### src/rtl/arx_pkg.sv
package arx_pkg;

    typedef enum logic [2:0] {
        ST_IDLE,
        ST_HALT,
        ST_START,
        ST_DATA,
        ST_PAR,
        ST_STOP,
        ST_STOP2
    } arx_state_e;

endpackage

### src/rtl/arx_sync.sv
module arx_sync #(
    parameter int   STAGES    = 2,
    parameter logic RESET_VAL = 1'b1
) (
    input  logic clk,
    input  logic rst_n,
    input  logic d,
    output logic q
);

    generate
        if (STAGES == 0) begin : g_bypass
            assign q = d;
        end else begin : g_chain
            logic [STAGES-1:0] r;

            always_ff @(posedge clk or negedge rst_n) begin
                if (!rst_n) begin
                    r <= {STAGES{RESET_VAL}};
                end else begin
                    r[0] <= d;
                    for (int i = 1; i < STAGES; i++) begin
                        r[i] <= r[i-1];
                    end
                end
            end

            assign q = r[STAGES-1];
        end
    endgenerate

endmodule

### src/rtl/arx_framer.sv
module arx_framer
    import arx_pkg::*;
#(
    parameter int DATA_W = 8,
    parameter int OVS    = 16
) (
    input  logic              clk,
    input  logic              rst_n,
    input  logic              rxd_s,
    input  logic              tick,
    input  logic              par_en,
    input  logic              par_odd,
    input  logic              two_stop,
    input  logic              err_any,
    output logic              done,
    output logic [DATA_W-1:0] frame_data,
    output logic              frm_bad,
    output logic              par_bad
);

    localparam int CNT_W = $clog2(OVS);
    localparam int HALF  = OVS / 2;
    localparam int IDX_W = (DATA_W > 1) ? $clog2(DATA_W) : 1;
    localparam logic [IDX_W-1:0] LAST_IDX = IDX_W'(DATA_W - 1);

    arx_state_e        state, nxt;
    logic [CNT_W-1:0]  cnt;
    logic [IDX_W-1:0]  idx;
    logic [DATA_W-1:0] shreg;
    logic              acc;
    logic              at_bit, at_half;

    assign at_bit  = tick && (cnt == CNT_W'(OVS - 1));
    assign at_half = tick && (cnt == CNT_W'(HALF - 1));

    // State register
    always_ff @(posedge clk or negedge rst_n) begin
        if (!rst_n) state <= ST_IDLE;
        else        state <= nxt;
    end

    // Transition logic
    always_comb begin
        nxt = state;
        unique case (state)
            ST_IDLE: begin
                if (err_any)            nxt = ST_HALT;
                else if (tick && !rxd_s) nxt = ST_START;
            end
            ST_HALT: begin
                if (!err_any) nxt = ST_IDLE;
            end
            ST_START: begin
                if (at_half) nxt = rxd_s ? ST_IDLE : ST_DATA;
            end
            ST_DATA: begin
                if (at_bit && idx == LAST_IDX) nxt = par_en ? ST_PAR : ST_STOP;
            end
            ST_PAR: begin
                if (at_bit) nxt = ST_STOP;
            end
            ST_STOP: begin
                if (at_bit) nxt = two_stop ? ST_STOP2 : ST_IDLE;
            end
            ST_STOP2: begin
                if (at_bit) nxt = ST_IDLE;
            end
            default: nxt = ST_IDLE;
        endcase
    end

    // Bit timing and character assembly
    always_ff @(posedge clk or negedge rst_n) begin
        if (!rst_n) begin
            cnt   <= '0;
            idx   <= '0;
            shreg <= '0;
            acc   <= 1'b0;
        end else begin
            if (state == ST_IDLE || state == ST_HALT) begin
                cnt <= '0;
            end else if (tick) begin
                cnt <= (at_bit || state != nxt) ? '0 : cnt + CNT_W'(1);
            end

            if (state == ST_START) begin
                idx <= '0;
                acc <= 1'b0;
            end else if (state == ST_DATA && at_bit) begin
                idx   <= idx + IDX_W'(1);
                shreg <= {rxd_s, shreg[DATA_W-1:1]};
                acc   <= acc ^ rxd_s;
            end else if (state == ST_PAR && at_bit) begin
                acc <= acc ^ rxd_s;
            end
        end
    end

    // Frame outputs
    always_comb begin
        done       = (state == ST_STOP) && at_bit;
        frame_data = shreg;
        frm_bad    = !rxd_s;
        par_bad    = par_en && (acc ^ par_odd);
    end

    // A start seen high at mid-bit is dropped as a glitch
    assert_glitch_to_idle_R1: assert property (@(posedge clk) disable iff (!rst_n)
        (state == ST_START && at_half && rxd_s) |=> (state == ST_IDLE));

    // Newest sample enters at the top and moves toward bit 0
    assert_lsb_first_R2: assert property (@(posedge clk) disable iff (!rst_n)
        (state == ST_DATA && at_bit) |=> (frame_data[DATA_W-1] == $past(rxd_s)));

    // No frame may begin while an error flag is pending
    assert_halt_holds_R8: assert property (@(posedge clk) disable iff (!rst_n)
        (err_any && (state == ST_IDLE || state == ST_HALT)) |=> (state == ST_HALT));

endmodule

### src/rtl/arx_status.sv
module arx_status #(
    parameter int DATA_W = 8
) (
    input  logic              clk,
    input  logic              rst_n,
    input  logic              done,
    input  logic [DATA_W-1:0] frame_data,
    input  logic              frm_bad,
    input  logic              par_bad,
    input  logic              rd_strobe,
    input  logic              clr_full,
    input  logic              clr_ovr,
    input  logic              clr_frm,
    input  logic              clr_par,
    input  logic              irq_en,
    output logic [DATA_W-1:0] rx_data,
    output logic              full,
    output logic              ovr_err,
    output logic              frm_err,
    output logic              par_err,
    output logic              err_any,
    output logic              irq_rx,
    output logic              irq_err
);

    logic full_drop, slot_free, load, good;

    // Clears take effect before the completion test
    assign full_drop = rd_strobe || clr_full;
    assign slot_free = !full || full_drop;
    assign load      = done && slot_free;
    assign good      = load && !frm_bad && !par_bad;

    always_ff @(posedge clk or negedge rst_n) begin
        if (!rst_n) begin
            rx_data <= '0;
            full    <= 1'b0;
            ovr_err <= 1'b0;
            frm_err <= 1'b0;
            par_err <= 1'b0;
        end else begin
            if (load) rx_data <= frame_data;

            if (good)           full <= 1'b1;
            else if (full_drop) full <= 1'b0;

            if (done && !slot_free) ovr_err <= 1'b1;
            else if (clr_ovr)       ovr_err <= 1'b0;

            if (load && frm_bad) frm_err <= 1'b1;
            else if (clr_frm)    frm_err <= 1'b0;

            if (load && par_bad) par_err <= 1'b1;
            else if (clr_par)    par_err <= 1'b0;
        end
    end

    always_comb begin
        err_any = ovr_err || frm_err || par_err;
        irq_rx  = full && irq_en;
        irq_err = err_any && irq_en;
    end

    assert_full_from_frame_R5: assert property (@(posedge clk) disable iff (!rst_n)
        $rose(full) |-> $past(done));

    assert_overrun_keeps_data_R6: assert property (@(posedge clk) disable iff (!rst_n)
        (done && full && !rd_strobe && !clr_full) |=> (ovr_err && full && rx_data == $past(rx_data)));

    assert_error_not_full_R7: assert property (@(posedge clk) disable iff (!rst_n)
        (done && slot_free && (frm_bad || par_bad)) |=> !full);

    assert_ovr_sticky_R10: assert property (@(posedge clk) disable iff (!rst_n)
        (ovr_err && !clr_ovr) |=> ovr_err);

    assert_clear_wins_R11: assert property (@(posedge clk) disable iff (!rst_n)
        (done && full && rd_strobe) |=> (!ovr_err && rx_data == $past(frame_data)));

endmodule

### src/rtl/async_rx_channel.sv
module async_rx_channel #(
    parameter int DATA_W      = 8,
    parameter int OVS         = 16,
    parameter int SYNC_STAGES = 2
) (
    input  logic              clk,
    input  logic              rst_n,
    input  logic              rxd,
    input  logic              tick,
    input  logic              par_en,
    input  logic              par_odd,
    input  logic              two_stop,
    input  logic              irq_en,
    input  logic              rd_strobe,
    input  logic              clr_full,
    input  logic              clr_ovr,
    input  logic              clr_frm,
    input  logic              clr_par,
    output logic [DATA_W-1:0] rx_data,
    output logic              full,
    output logic              ovr_err,
    output logic              frm_err,
    output logic              par_err,
    output logic              irq_rx,
    output logic              irq_err
);

    logic              rxd_s;
    logic              done, frm_bad, par_bad, err_any;
    logic [DATA_W-1:0] frame_data;

    arx_sync #(.STAGES(SYNC_STAGES), .RESET_VAL(1'b1)) u_sync (
        .clk   (clk),
        .rst_n (rst_n),
        .d     (rxd),
        .q     (rxd_s)
    );

    arx_framer #(.DATA_W(DATA_W), .OVS(OVS)) u_framer (
        .clk        (clk),
        .rst_n      (rst_n),
        .rxd_s      (rxd_s),
        .tick       (tick),
        .par_en     (par_en),
        .par_odd    (par_odd),
        .two_stop   (two_stop),
        .err_any    (err_any),
        .done       (done),
        .frame_data (frame_data),
        .frm_bad    (frm_bad),
        .par_bad    (par_bad)
    );

    arx_status #(.DATA_W(DATA_W)) u_status (
        .clk        (clk),
        .rst_n      (rst_n),
        .done       (done),
        .frame_data (frame_data),
        .frm_bad    (frm_bad),
        .par_bad    (par_bad),
        .rd_strobe  (rd_strobe),
        .clr_full   (clr_full),
        .clr_ovr    (clr_ovr),
        .clr_frm    (clr_frm),
        .clr_par    (clr_par),
        .irq_en     (irq_en),
        .rx_data    (rx_data),
        .full       (full),
        .ovr_err    (ovr_err),
        .frm_err    (frm_err),
        .par_err    (par_err),
        .err_any    (err_any),
        .irq_rx     (irq_rx),
        .irq_err    (irq_err)
    );

endmodule

### config.mk
export PLATFORM = sky130hd
export DESIGN_NAME = async_rx_channel
export DESIGN_NICKNAME = d
export VERILOG_FILES = /design/src/rtl/arx_pkg.sv /design/src/rtl/arx_sync.sv /design/src/rtl/arx_framer.sv /design/src/rtl/arx_status.sv /design/src/rtl/async_rx_channel.sv
export SDC_FILE = /design/constraint.sdc
export NUM_CORES = 1
export LEC_CHECK = 0
export ABC_AREA = 1
export BUFFER_PORTS_ARGS = -buffer_cell sky130_fd_sc_hd__buf_2
export CAP_MARGIN = 20
export CORE_ASPECT_RATIO = 0.6
export CORE_MARGIN = 5
export CORE_UTILIZATION = 35
export DETAILED_ROUTE_END_ITERATION = 10
export PLACE_DENSITY = 0.53
export REMOVE_ABC_BUFFERS = 1
export SETUP_SLACK_MARGIN = 0.15
export SYNTH_ARGS = -nofsm -noshare
export SYNTH_HDL_FRONTEND = slang
export SYNTH_SLANG_ARGS = --single-unit
### constraint.sdc
create_clock -name clk -period 2.3 [get_ports clk]
set_clock_uncertainty 0.1 [all_clocks]
set_input_delay 0.345 -clock clk [delete_from_list [all_inputs] [get_ports clk]]
set_output_delay 0.345 -clock clk [all_outputs]
set_load 0.02 [all_outputs]
## Word-level counts from Yosys, hierarchy flattened

Index checks and enable logic that the tools add are counted.

| storage, ports and cells | value |
|---|---|
| flip-flop bits (word level) | 33 |
| input bits | 13 |
| logic and storage cells | 89 |
| output and inout port bits | 14 |

| operators by class | value |
|---|---|
| bitwise gates (word level) | 3 |
| mux-type cells | 28 |
| reduce and logical (&&, ||, !) cells | 35 |
| add/sub/neg operators | 2 |
| equal/unequal tests | 10 |

Operators with widths:

| cell | number |
|---|---|
| $mux 3 | 11 |
| $pmux 3 s7 | 1 |
| $logic_and 1x1->1 | 16 |
| $eq 3x3->1 const B | 4 |
| $mux 1 | 12 |
| $mux 4 | 3 |
| $reduce_bool 2->1 | 6 |
| $eq 3x2->1 const B | 2 |
| $logic_or 1x1->1 | 6 |
| $add 4x1->4 const B | 1 |
| $eq 4x3->1 const B | 1 |
| $eq 4x4->1 const B | 1 |
| $logic_not 1->1 | 4 |
| $add 3x1->3 const B | 1 |
| $eq 3x1->1 const B | 1 |
| $logic_not 3->1 | 1 |
| $ne 3x3->1 | 1 |
| $reduce_bool 3->1 | 1 |
| $mux 2 | 1 |
| $reduce_and 2->1 | 1 |
| $xor 1x1->1 | 2 |
| $not 1->1 | 1 |

## Longest topological paths before layout

Gate-level depths: netlist of run 1.

| logic depth | value |
|---|---|
| depth in word-level cells | 10 |
| depth in mapped cells | 12 |
| depth with buffers taken out | 12 |

## Modules after synthesis

A second synthesis of run 1 with hierarchy kept.

| unflattened totals | value |
|---|---|
| cells, all modules | 209 |
| area total of the unflattened synthesis | 1749.2 µm² |

Modules (own cells, without submodules):

| module | instances | cells each | seq. area each (µm²) | area each (µm²) |
|---|---|---|---|---|
| arx_framer | 1 | 150 | 475.5 | 1134.8 |
| arx_status | 1 | 57 | 300.3 | 561.8 |
| arx_sync | 1 | 2 | 52.6 | 52.6 |

## Worst setup path after synthesis of run 1

No wires, ideal clock.

| path | value |
|---|---|
| path kind | reg-to-reg |
| from | reg u_framer.cnt[0] |
| to | reg u_framer.cnt[0] |
| data required time | 2.082 ns |
| buffers on the path | 0 |
| slack | 0.644 ns |
| clock period less this slack | 1.656 ns |
| arrival | 1.438 ns |
| cell stages (with the launch flop) | 12 |
| setup time | 0.118 ns |
| path through | dfrtp_1 ha_1 nand2_2 inv_2 nand2_4 nor2_1 nor2_1 nand3_1 o21ai_1 nand2_2 nand4_1 nand2_1 |

| on the way | value |
|---|---|
| cells in the longest elaborated chain, start to end | 10 |
| elaborated cells on any way between the ends | 17 |
| classes of those cells | add/sub: 1; eq/ne: 3; mux: 9; reduce/logical: 4 |

Ends and longest elaborated chain:

| element | line | source |
|---|---|---|
| start: declaration | arx_framer.sv:27 | `logic [CNT_W-1:0] cnt;` |
| start signal: assignment | arx_framer.sv:83 | `cnt <= (at_bit \|\| state != nxt) ? '0 : cnt + CNT_W'(1);` |
| $eq 4x4->1 | arx_framer.sv:33 | `assign at_bit = tick && (cnt == CNT_W'(OVS - 1));` |
| $logic_and 1x1->1 | arx_framer.sv:33 |  |
| $logic_and 1x1->1 | arx_framer.sv:57 | `if (at_bit && idx == LAST_IDX) nxt = par_en ? ST_PAR : ST_STOP;` |
| $mux 3 | arx_framer.sv:57 |  |
| $pmux 3 s7 | arx_framer.sv:45 | `unique case (state)` |
| $ne 3x3->1 | arx_framer.sv:83 |  |
| $logic_or 1x1->1 | arx_framer.sv:83 |  |
| $mux 4 (*) | arx_framer.sv:83 |  |
| $mux 4 (*) | arx_framer.sv:82 | `end else if (tick) begin` |
| $mux 4 (*) | arx_framer.sv:80 | `if (state == ST_IDLE \|\| state == ST_HALT) begin` |

Every way passes the cells marked *; elsewhere a longest branch is shown, timed or not. The select of a mux whose other input is x is not followed.
A chain may end at the register's enable or synchronous reset.

## Worst setup path in the final report of run 1

| path | value |
|---|---|
| from | reg u_framer.cnt[0] |
| to | reg u_framer.cnt[1] |

The elaborated chain is that of the path after synthesis.

==> implementation parameters, run 1 <==
Parameter                              Value

Synth
  Synthesized area    0.00165 mm²
  Total of warnings raised by yosys    0
  EDFF count, synth    0
  Most common flop cell mapped by yosys    dfrtp_1
  Average size of a mapped cell    8.59 µm²
  Flip-flop and latch count after synthesis    33
  Seq/Total Area, Yosys    0.502
  Post-Synthesis Cells    192
  Async set-reset flop share out of synthesis    1.00
  Unique cell type count in the Yosys netlist    31

Finish
  Diode count    0
  Layout overhead on the synthesized area    16.8%
  Most frequent standard cell in the layout excluding fill and tap cells    nand2_1
  Most frequent cells in the layout    47 x nand2_1, 31 x dfrtp_1, 26 x buf_2
  Fraction of layout instances using a drive strength above 1    0.269
  Final standard cell area without fillers    0.00193 mm²
  Fin nets    238

Drt
  Routed wirelength normalized by instance count    ~12 µm
  Number of iterations in the first detailed-routing pass    4
  DRC errors left    0
  Overall via count from detail_route    around 1300
  DRC violation total after the first TritonRoute iteration    roughly 100
  Antenna Violating Nets Remaining    0
  Post-detailed-routing wire length    approximately 3.5 mm
  Ratio of routed vias to standard cells    4.49

STA
  Worst slew pin tran    slightly above 0.7 ns
  Highest achievable clock rate    529 MHz
  Setup repair after global routing missed its margin    no
  Number of endpoints with negative hold slack in the final report    0
  Summed negative setup slack over all endpoints    0 ns
  Setup slack after layout    0.409 ns
  Final Max Tran Viols    0
  Setup violators final    0
  Slew HR    0.515
  Post-route clock period utilization    0.822
  Final min period    roughly 1.9 ns

Clocking
  Number of levels the H-tree was split into    2
  Maximum buffer depth of the clock tree    2
  Clock transition time at the flip-flop clock pins of the worst setup and hold paths    around 0.08 ns
  TritonCTS clock tree    built
  CTS root buf    clkbuf_8
  # resized after CTS    0
  CTS Sinks    33
  CTS buffer count    5
  Hold-fix buffers at CTS    0
  Post-CTS setup buffer count    0
  Insertion delay of the later-clocked pin in the worst-skew pair    just under 0.3 ns

Floorplan
  Initial standard-cell utilization of the core    0.361
  Floorplan Core Area    0.00456 mm²
  Die X    98.6 µm
  # rows    19
  Area enclosed by the die boundary    approximately 0.0062 mm²
  I/O Pins    27
  Height of the die    63.2 µm

Power
  Worst IR drop on VDD    0.452 mV
  Leakage power    1.02 nW
  Power Total    1.61 mW
  Cell area power density    836 mW/mm²

Critical path
  Element type at the critical path start    flop
  Biggest fanout along the worst timing path    8
  Arrival time of data at the critical path endpoint    1.97 ns
  Capturing element type of the critical path    flop
  CP Class    reg2reg
  Critical path data required time    2.38 ns

Place
  Post-detailed-placement cell area    ~0.0018 mm²
  Weighted congestion reported at the end of routability-driven placement    0.825
  Detailed Place HPWL    2.66 mm
  Post-Place Setup Slack    between 0.4 and 0.5 ns
  Number of buffers added on ports    26

GRT
  Vias in the first global route    1192
  Pin count of the biggest net entering global routing    34
  Total global-route track usage    0.120
  Global route total overflow    0
  Global-route wire length before repair    5.86 mm
  Number of antenna violations at the first check in global routing    0

Job
  Max capacitance violation total    0

Hold path
  Hold/Removal Path Class    in2async

Run status
  Status    finished clean
-- logic make-up after synthesis --
logic type                 Yosys count  share of synthesized area
AOI/OAI and AO/OA                   25                     0.0873
buffers and inverters               28                     0.0675
and+or+nand+nor                     99                      0.299
DFF                                 33                      0.502
adders and majority gates            3                     0.0228
xor gates and xnor gates             4                     0.0212
-- Yosys cell counts (2+ instances only) --
master | count | area share
a22o_1 | 2 | 0.011
buf_2 | 2 | 0.0061
dfrtp_1 | 31 | 0.47
dfstp_2 | 2 | 0.032
ha_1 | 3 | 0.023
inv_1 | 18 | 0.041
inv_2 | 6 | 0.014
nand2_1 | 47 | 0.11
nand2_2 | 7 | 0.027
nand2_4 | 2 | 0.014
nand3_1 | 10 | 0.030
nand4_1 | 6 | 0.023
nor2_1 | 17 | 0.039
nor2_2 | 3 | 0.011
o21ai_1 | 18 | 0.055
xnor2_1 | 2 | 0.011
xor2_1 | 2 | 0.011
-- flip-flops by register name, indices dropped and copies added (netlist names) --
signal / count
u_framer.state: 3
u_framer.idx: 3
u_framer.cnt: 4
u_framer.acc: 1
u_status.ovr_err: 1
u_status.full: 1
u_status.frm_err: 1
u_framer.frame_data: 8
u_status.par_err: 1
u_sync.g_chain.r: 2
u_status.rx_data: 8
-- routing by layer --
metal,GRT usage,wire length (µm)
met2,0.135,1170
met1,0.195,2090
met3,0.0485,191
met4,0.0409,38
met5,0,0
-- power breakdown --
part           internal, mW  switching [mW]
logic                 0.169           0.325
clock network         0.209           0.225
registers             0.623          0.0600
total                  1.00           0.610
-- cell type report --
cell class / instances / area, µm²
fillers: 478 / 2640
multi-input cells: 131 / 709
repair buffers: 26 / 130
flip-flops and latches: 33 / 828
clock buffers: 5 / 68.8
clock inverters: 3 / 17.5
inverters: 25 / 93.8
well taps: 63 / 78.8
-- critical path, stage by stage, from the launching register on --
cell and delay [ns]:
dfrtp_1 0.41, ha_1 0.25, nand2_2 0.14, inv_2 0.08, nand2_4 0.11, nor2_1 0.06, nor2_1 0.11, nand3_1 0.11
o21ai_1 0.16, nand2_2 0.11, nand4_1 0.09, nand2_1 0.06
-- through the flow --
stage               instances  hold WS [ns]   util
CTS                       286        0.0415  0.422
global route              286        0.0444  0.422
finish                    286        0.0131  0.422
global placement          278         0.258  0.403
detailed placement        278         0.258  0.403
floorplan                 189       -0.0506      -
-- final timing paths --
check | start | to | slack [ns] | depth (start not counted)
worst min register to register | u_sync.g_chain.r[0]$_DFF_PN1_ | u_sync.g_chain.r[1]$_DFF_PN1_ | 0.27 | 0
max in group asynchronous | rst_n | u_framer.idx[0]$_DFFE_PN0P_ | 1.62 | 1
min in group clk | rxd | u_sync.g_chain.r[0]$_DFF_PN1_ | 0.05 | 1
worst min-delay path | rst_n | u_framer.acc$_DFFE_PN0P_ | 0.01 | 1
worst max-delay path | u_framer.cnt[0]$_DFFE_PN0P_ | u_framer.cnt[1]$_DFFE_PN0P_ | 0.41 | 11
worst max register to register | u_framer.cnt[0]$_DFFE_PN0P_ | u_framer.cnt[1]$_DFFE_PN0P_ | 0.41 | 11
Note: power is estimated with default switching activity, not from simulation.
==> inputs of run 2 (changes only) <==
ABC_AREA = 0   (was 1)
PLACE_DENSITY = 0.55   (was 0.53)
clock period = 1.7 ns   (was 2.3 ns; I/O delays follow)
==> implementation parameters, run 2 <==
Parameter                              Value

Drt
  DRC violation total after the first TritonRoute iteration    57
  DRC errors left    0
  Ratio of routed vias to standard cells    5.21
  Number of iterations in the first detailed-routing pass    4
  Post-detailed-routing wire length    4.69 mm
  Routed wirelength normalized by instance count    between 15 and 20 µm
  Overall via count from detail_route    between 1500 and 2000
  Antenna Violating Nets Remaining    0

Clocking
  CTS Sinks    33
  Number of levels the H-tree was split into    2
  Clock transition time at the flip-flop clock pins of the worst setup and hold paths    0.07 ns
  Maximum buffer depth of the clock tree    2
  TritonCTS clock tree    built
  CTS buffer count    5
  CTS root buf    clkbuf_8
  Insertion delay of the later-clocked pin in the worst-skew pair    0.28 ns

Power
  Power Total    2.25 mW
  Leakage power    1.21 nW
  Cell area power density    between 800 and 900 mW/mm²
  Worst IR drop on VDD    0.478 mV

Place
  Weighted congestion reported at the end of routability-driven placement    0.852
  Number of cells in the design after placement    about 270
  Number of buffers added on ports    26
  Detailed Place HPWL    3.14 mm

GRT
  Number of antenna violations at the first check in global routing    0
  Most heavily used metal layer in global routing    met2
  Total global-route track usage    0.158
  Pin count of the biggest net entering global routing    34
  Global-route wire length before repair    ~8 mm
  Met2 track utilization from global routing    0.238
  Global route total overflow    0
  Vias in the first global route    1585
  Met3 Track Usage GR    0.0430
  GR Layer Usage met1    0.224

Critical path
  Depth of the most critical reg-to-reg path    7
  Cells traversed along the worst timing path    ha_4 > and3_4 > nor4b_4 > or4_4 > buf_4 > a21oi_4 > a22o_1
  Element type at the critical path start    flop
  CP Class    reg2reg
  Capturing element type of the critical path    flop
  Buffers plus inverters on the worst setup path    1
  Critical path data required time    approximately 1.8 ns
  Arrival time of data at the critical path endpoint    2.19 ns
  Biggest fanout along the worst timing path    3
  Highest cell delay on the worst timing path    0.55 ns
  Slack of the worst reg-to-reg path    -0.38 ns
  Crit. path cell count    7
  CP max stage cell    or4_4
  Worst path top cell family by delay    simple AND/OR/NAND/NOR gates

Floorplan
  Height of the die    63.2 µm
  Floorplan Core Area    0.00456 mm²
  # rows    19
  Area enclosed by the die boundary    approximately 0.0062 mm²
  Initial standard-cell utilization of the core    0.361
  I/O Pins    27
  Die X    approximately 99 µm

Synth
  Flip-flop and latch count after synthesis    33
  Post-Synthesis Cells    ~150
  Synthesized area    0.00165 mm²
  Share of the synthesized area in the top cell type    0.471
  Total of warnings raised by yosys    0
  Top area cells in the synthesized netlist    dfrtp_1 47%, mux2_2 12%, nand2_1 3.6%
  Cell with the most instances after synthesis    dfrtp_1
  Async set-reset flop share out of synthesis    1.00
  Most frequent cells after synthesis    31 x dfrtp_1, 17 x mux2_2, 16 x nand2_1, 10 x o21ai_0
  Most common flop cell mapped by yosys    dfrtp_1
  EDFF count, synth    0
  Average size of a mapped cell    10.9 µm²
  Unique cell type count in the Yosys netlist    between 40 and 50
  Cell accounting for the most synthesized area    dfrtp_1
  Seq/Total Area, Yosys    0.503

Finish
  Diode count    0
  Footprint of the multi-input gates    941 µm²
  Most frequent cells in the layout    38 x buf_4, 31 x dfrtp_1, 25 x buf_2
  Fraction of layout instances using a drive strength above 1    0.567
  Most frequent standard cell in the layout excluding fill and tap cells    buf_4
  Layout overhead on the synthesized area    53.3%
  Non-Filler Instances    294
  Fin nets    246
  Register cell area after layout    between 800 and 900 µm²
  Fillers    401

STA
  Hold Worst Slack    approximately 0.068 ns
  Worst slew pin tran    0.425 ns
  Post-route clock period utilization    1.22
  Slew HR    0.717
  Setup violators final    26
  Setup repair after global routing missed its margin    yes
  Highest achievable clock rate    481 MHz
  Final min period    2.08 ns
  Final Max Tran Viols    0
  Setup slack after layout    -0.379 ns
  Number of endpoints with negative hold slack in the final report    0

Hold path
  Hold/Removal Path Class    in2reg
  Number of cells on the worst hold path    2

Job
  Max capacitance violation total    0

Run status
  Violated checks    negative setup slack
  Status    complete, but fails checks
[run 2: worst reg2reg max path, delay by kind of cell, from the launching register on]
family          cells  cell delay [ns]
flops               1             0.42
simple gates        3             0.84
buf+inv             1             0.17
compound gates      2             0.28
fa+ha+maj           1             0.19
[run 2: worst paths after layout]
path,startpoint,to
worst max-delay path,u_framer.cnt[0]$_DFFE_PN0P_,u_framer.cnt[1]$_DFFE_PN0P_
worst min-delay path,clr_par,u_status.par_err$_DFFE_PN0P_
worst max register to register,u_framer.cnt[0]$_DFFE_PN0P_,u_framer.cnt[1]$_DFFE_PN0P_
worst min register to register,u_sync.g_chain.r[0]$_DFF_PN1_,u_sync.g_chain.r[1]$_DFF_PN1_
max in group asynchronous,rst_n,u_sync.g_chain.r[1]$_DFF_PN1_
min in group asynchronous,rst_n,u_framer.state[2]$_DFF_PN0_
[run 2: kinds of logic after synthesis]
logic type,count (synthesis),synth area share
xor gates and xnor gates,2,0.0106
muxes,17,0.116
buffers and inverters,11,0.0357
adders and majority gates,3,0.0228
AOI/OAI and AO/OA,34,0.133
and+or+nand+nor,51,0.179
DFF,33,0.503
[run 2: final cells by class]
| type | instances | area share |
|---|---|---|
| Multi-Input combinational cell | 107 | 0.372 |
| Sequential cell | 33 | 0.328 |
| Timing Repair Buffer | 78 | 0.228 |
| Tap cell | 63 | 0.0312 |
| Clock buffer | 6 | 0.0287 |
| Inverter | 5 | 0.00743 |
| Clock inverter | 2 | 0.00396 |
[run 2: stage by stage]
| step | TNS, ns | util | worst slack [ns] | instance area, µm² |
|---|---|---|---|---|
| after global placement | -2.89 | 0.456 | -0.341 | 2080 |
| after detailed placement | -3.87 | 0.456 | -0.406 | 2080 |
| final | -4.69 | 0.553 | -0.379 | 2530 |
| after global routing | -6.60 | 0.553 | -0.414 | 2530 |
| after floorplan | -2.55 | - | -0.389 | 1610 |
| after CTS | -2.96 | 0.537 | -0.321 | 2450 |
[run 2: routing by layer]
layer	wire, µm	share of wire	vias to the layer above
met4	35	0.0075	0
li1	-	-	709
met3	339	0.072	2
met5	0	0	-
met1	2140	0.46	767
met2	2180	0.46	55
[run 2: where the power goes]
group          leakage [nW]  switching [mW]  internal, mW
clock                0.0450           0.276         0.283
combinational         0.722           0.384         0.378
sequential            0.446          0.0768         0.847
[run 2: timing repair]
item	4_1_cts	5_1_grt
pin swaps	19	8
endpoints found under the hold margin	32	0
resized for setup	45	11
gates cloned	1	0
endpoints found under the setup margin	29	32
setup buffers	11	3
hold buffers	2	0
==> inputs of run 3 (changes only) <==
SETUP_SLACK_MARGIN = not set   (was 0.15)
==> implementation parameters, run 3 (synthesis results as in run 2) <==
Parameter                              Value

Place
  Detailed Place HPWL    3.14 mm
  Post-Place Setup Slack    -0.406 ns
  Number of buffers added on ports    26
  Weighted congestion reported at the end of routability-driven placement    0.852

GRT
  Vias in the first global route    1607
  Pin count of the biggest net entering global routing    34
  Global route total overflow    0
  Global-route wire length before repair    7.85 mm
  Total global-route track usage    0.157
  Number of antenna violations at the first check in global routing    0

Clocking
  Clock transition time at the flip-flop clock pins of the worst setup and hold paths    0.07 ns
  Insertion delay of the later-clocked pin in the worst-skew pair    0.28 ns
  Maximum buffer depth of the clock tree    2
  Number of levels the H-tree was split into    2
  TritonCTS clock tree    built
  CTS buffer count    5
  CTS Sinks    33
  CTS root buf    clkbuf_8

Drt
  DRC violation total after the first TritonRoute iteration    61
  Ratio of routed vias to standard cells    5.21
  Overall via count from detail_route    approximately 1500
  Routed wirelength normalized by instance count    between 15 and 20 µm
  Antenna Violating Nets Remaining    0
  Post-detailed-routing wire length    4.51 mm
  Number of iterations in the first detailed-routing pass    4
  DRC errors left    0

Hold path
  Number of cells on the worst hold path    2
  Hold/Removal Path Class    in2reg
  Worst Hold Launch    clr_par
  Hold Path Sink    u_status.par_err$_DFFE_PN0P_

STA
  Setup repair after global routing missed its margin    yes
  Final Max Tran Viols    0
  Post-route clock period utilization    1.22
  Final min period    2.07 ns
  Highest achievable clock rate    483 MHz
  Number of endpoints with negative hold slack in the final report    0
  Setup slack after layout    -0.371 ns
  Setup violators final    26
  Worst slew pin tran    roughly 0.42 ns
  Slew HR    0.718

Critical path
  Launching point of the worst reg2reg path    u_framer.cnt[0]$_DFFE_PN0P_
  Arrival time of data at the critical path endpoint    ~2.2 ns
  Capturing element type of the critical path    flop
  Slack of the worst reg-to-reg path    -0.37 ns
  CP Class    reg2reg
  R2R Path End    u_framer.cnt[1]$_DFFE_PN0P_
  Critical path data required time    1.81 ns
  Element type at the critical path start    flop
  Biggest fanout along the worst timing path    3
  Cells traversed along the worst timing path    ha_4 > and3_4 > nor4b_4 > or4_4 > buf_4 > a21oi_4 > a22o_1
  Highest cell delay on the worst timing path    0.55 ns
  CP max stage cell    or4_4
  Depth of the most critical reg-to-reg path    7

Run status
  Status    complete, but fails checks
  Violated checks    negative setup slack

Power
  Cell area power density    895 mW/mm²
  Worst IR drop on VDD    0.475 mV
  Leakage power    ~1.2 nW
  Power Total    ~2.2 mW

Finish
  Layout overhead on the synthesized area    50.4%
  Fraction of layout instances using a drive strength above 1    0.539
  Share of the core filled with cells in the final layout    0.543
  Most frequent cells in the layout    39 x buf_4, 31 x dfrtp_1, 25 x buf_2
  Diode count    0
  Most frequent standard cell in the layout excluding fill and tap cells    buf_4
  Fin nets    245

Floorplan
  Initial standard-cell utilization of the core    0.361
  # rows    19
  Floorplan Core Area    0.00456 mm²
  Die X    98.6 µm
  Height of the die    63.2 µm
  I/O Pins    27
  Area enclosed by the die boundary    just over 0.006 mm²

Job
  Max capacitance violation total    0
run 3: through the flow:
stage | instances | setup TNS, ns | hold slack (ns) | instance area [µm²]
2_1_floorplan | 145 | -2.55 | -0.141 | 1610
3_3_place_gp | 269 | -2.89 | 0.202 | 2080
3_5_place_dp | 269 | -3.87 | 0.208 | 2080
4_1_cts | 290 | -2.93 | 0.0585 | 2390
5_1_grt | 293 | -6.26 | 0.0534 | 2480
6_report | 293 | -4.42 | 0.0665 | 2480
run 3: how the worst max path moves through the flow:
stage | start | to | cells after the start
2_1_floorplan | u_framer.cnt[0]$_DFFE_PN0P_ | u_framer.cnt[3]$_DFFE_PN0P_ | 6
3_3_place_gp | u_framer.cnt[0]$_DFFE_PN0P_ | u_framer.cnt[3]$_DFFE_PN0P_ | 6
3_5_place_dp | u_framer.cnt[0]$_DFFE_PN0P_ | u_framer.cnt[3]$_DFFE_PN0P_ | 6
4_1_cts | u_framer.cnt[0]$_DFFE_PN0P_ | u_framer.cnt[3]$_DFFE_PN0P_ | 6
5_1_grt | u_framer.cnt[0]$_DFFE_PN0P_ | u_framer.cnt[3]$_DFFE_PN0P_ | 6
6_report | u_framer.cnt[0]$_DFFE_PN0P_ | u_framer.cnt[1]$_DFFE_PN0P_ | 7
run 3: area by class of cell:
cell class / instances / area [µm²]
tap: 63 / 78.8
timing repair buffer: 77 / 562
clock inverter: 2 / 10.0
clock buffer: 6 / 72.6
multi-input combinational: 107 / 908
fill: 410 / 2090
sequential: 33 / 828
inverter: 5 / 18.8
run 3: timing repair:
item | in CTS | in global routing
gates resized for setup | 29 | 19
setup buffers | 10 | 4
endpoints found under the setup margin | 26 | 30
pin swaps | 15 | 9
cloned | 1 | 0
hold buffers | 2 | 0
hold endpoints to repair | 32 | 0
run 3: layer usage:
layer,global-route usage,vias to the layer above,routed length (µm)
met1,0.218,756,2120
met5,0,-,0
met3,0.0430,10,311
met2,0.237,53,2010
met4,0.0477,0,66
li1,-,708,-
run 3: worst max-delay path, delay by kind of cell (launching register included):
family                     cells  cell delay (ns)
AOI/OAI and AO/OA              2             0.28
adders and majority gates      1             0.19
buffers and inverters          1             0.16
DFF                            1             0.42
and+or+nand+nor                3             0.84
run 3: report_power, final:
part	switching, mW	internal, mW
clock	0.279	0.284
sequential	0.0773	0.847
combinational	0.366	0.365
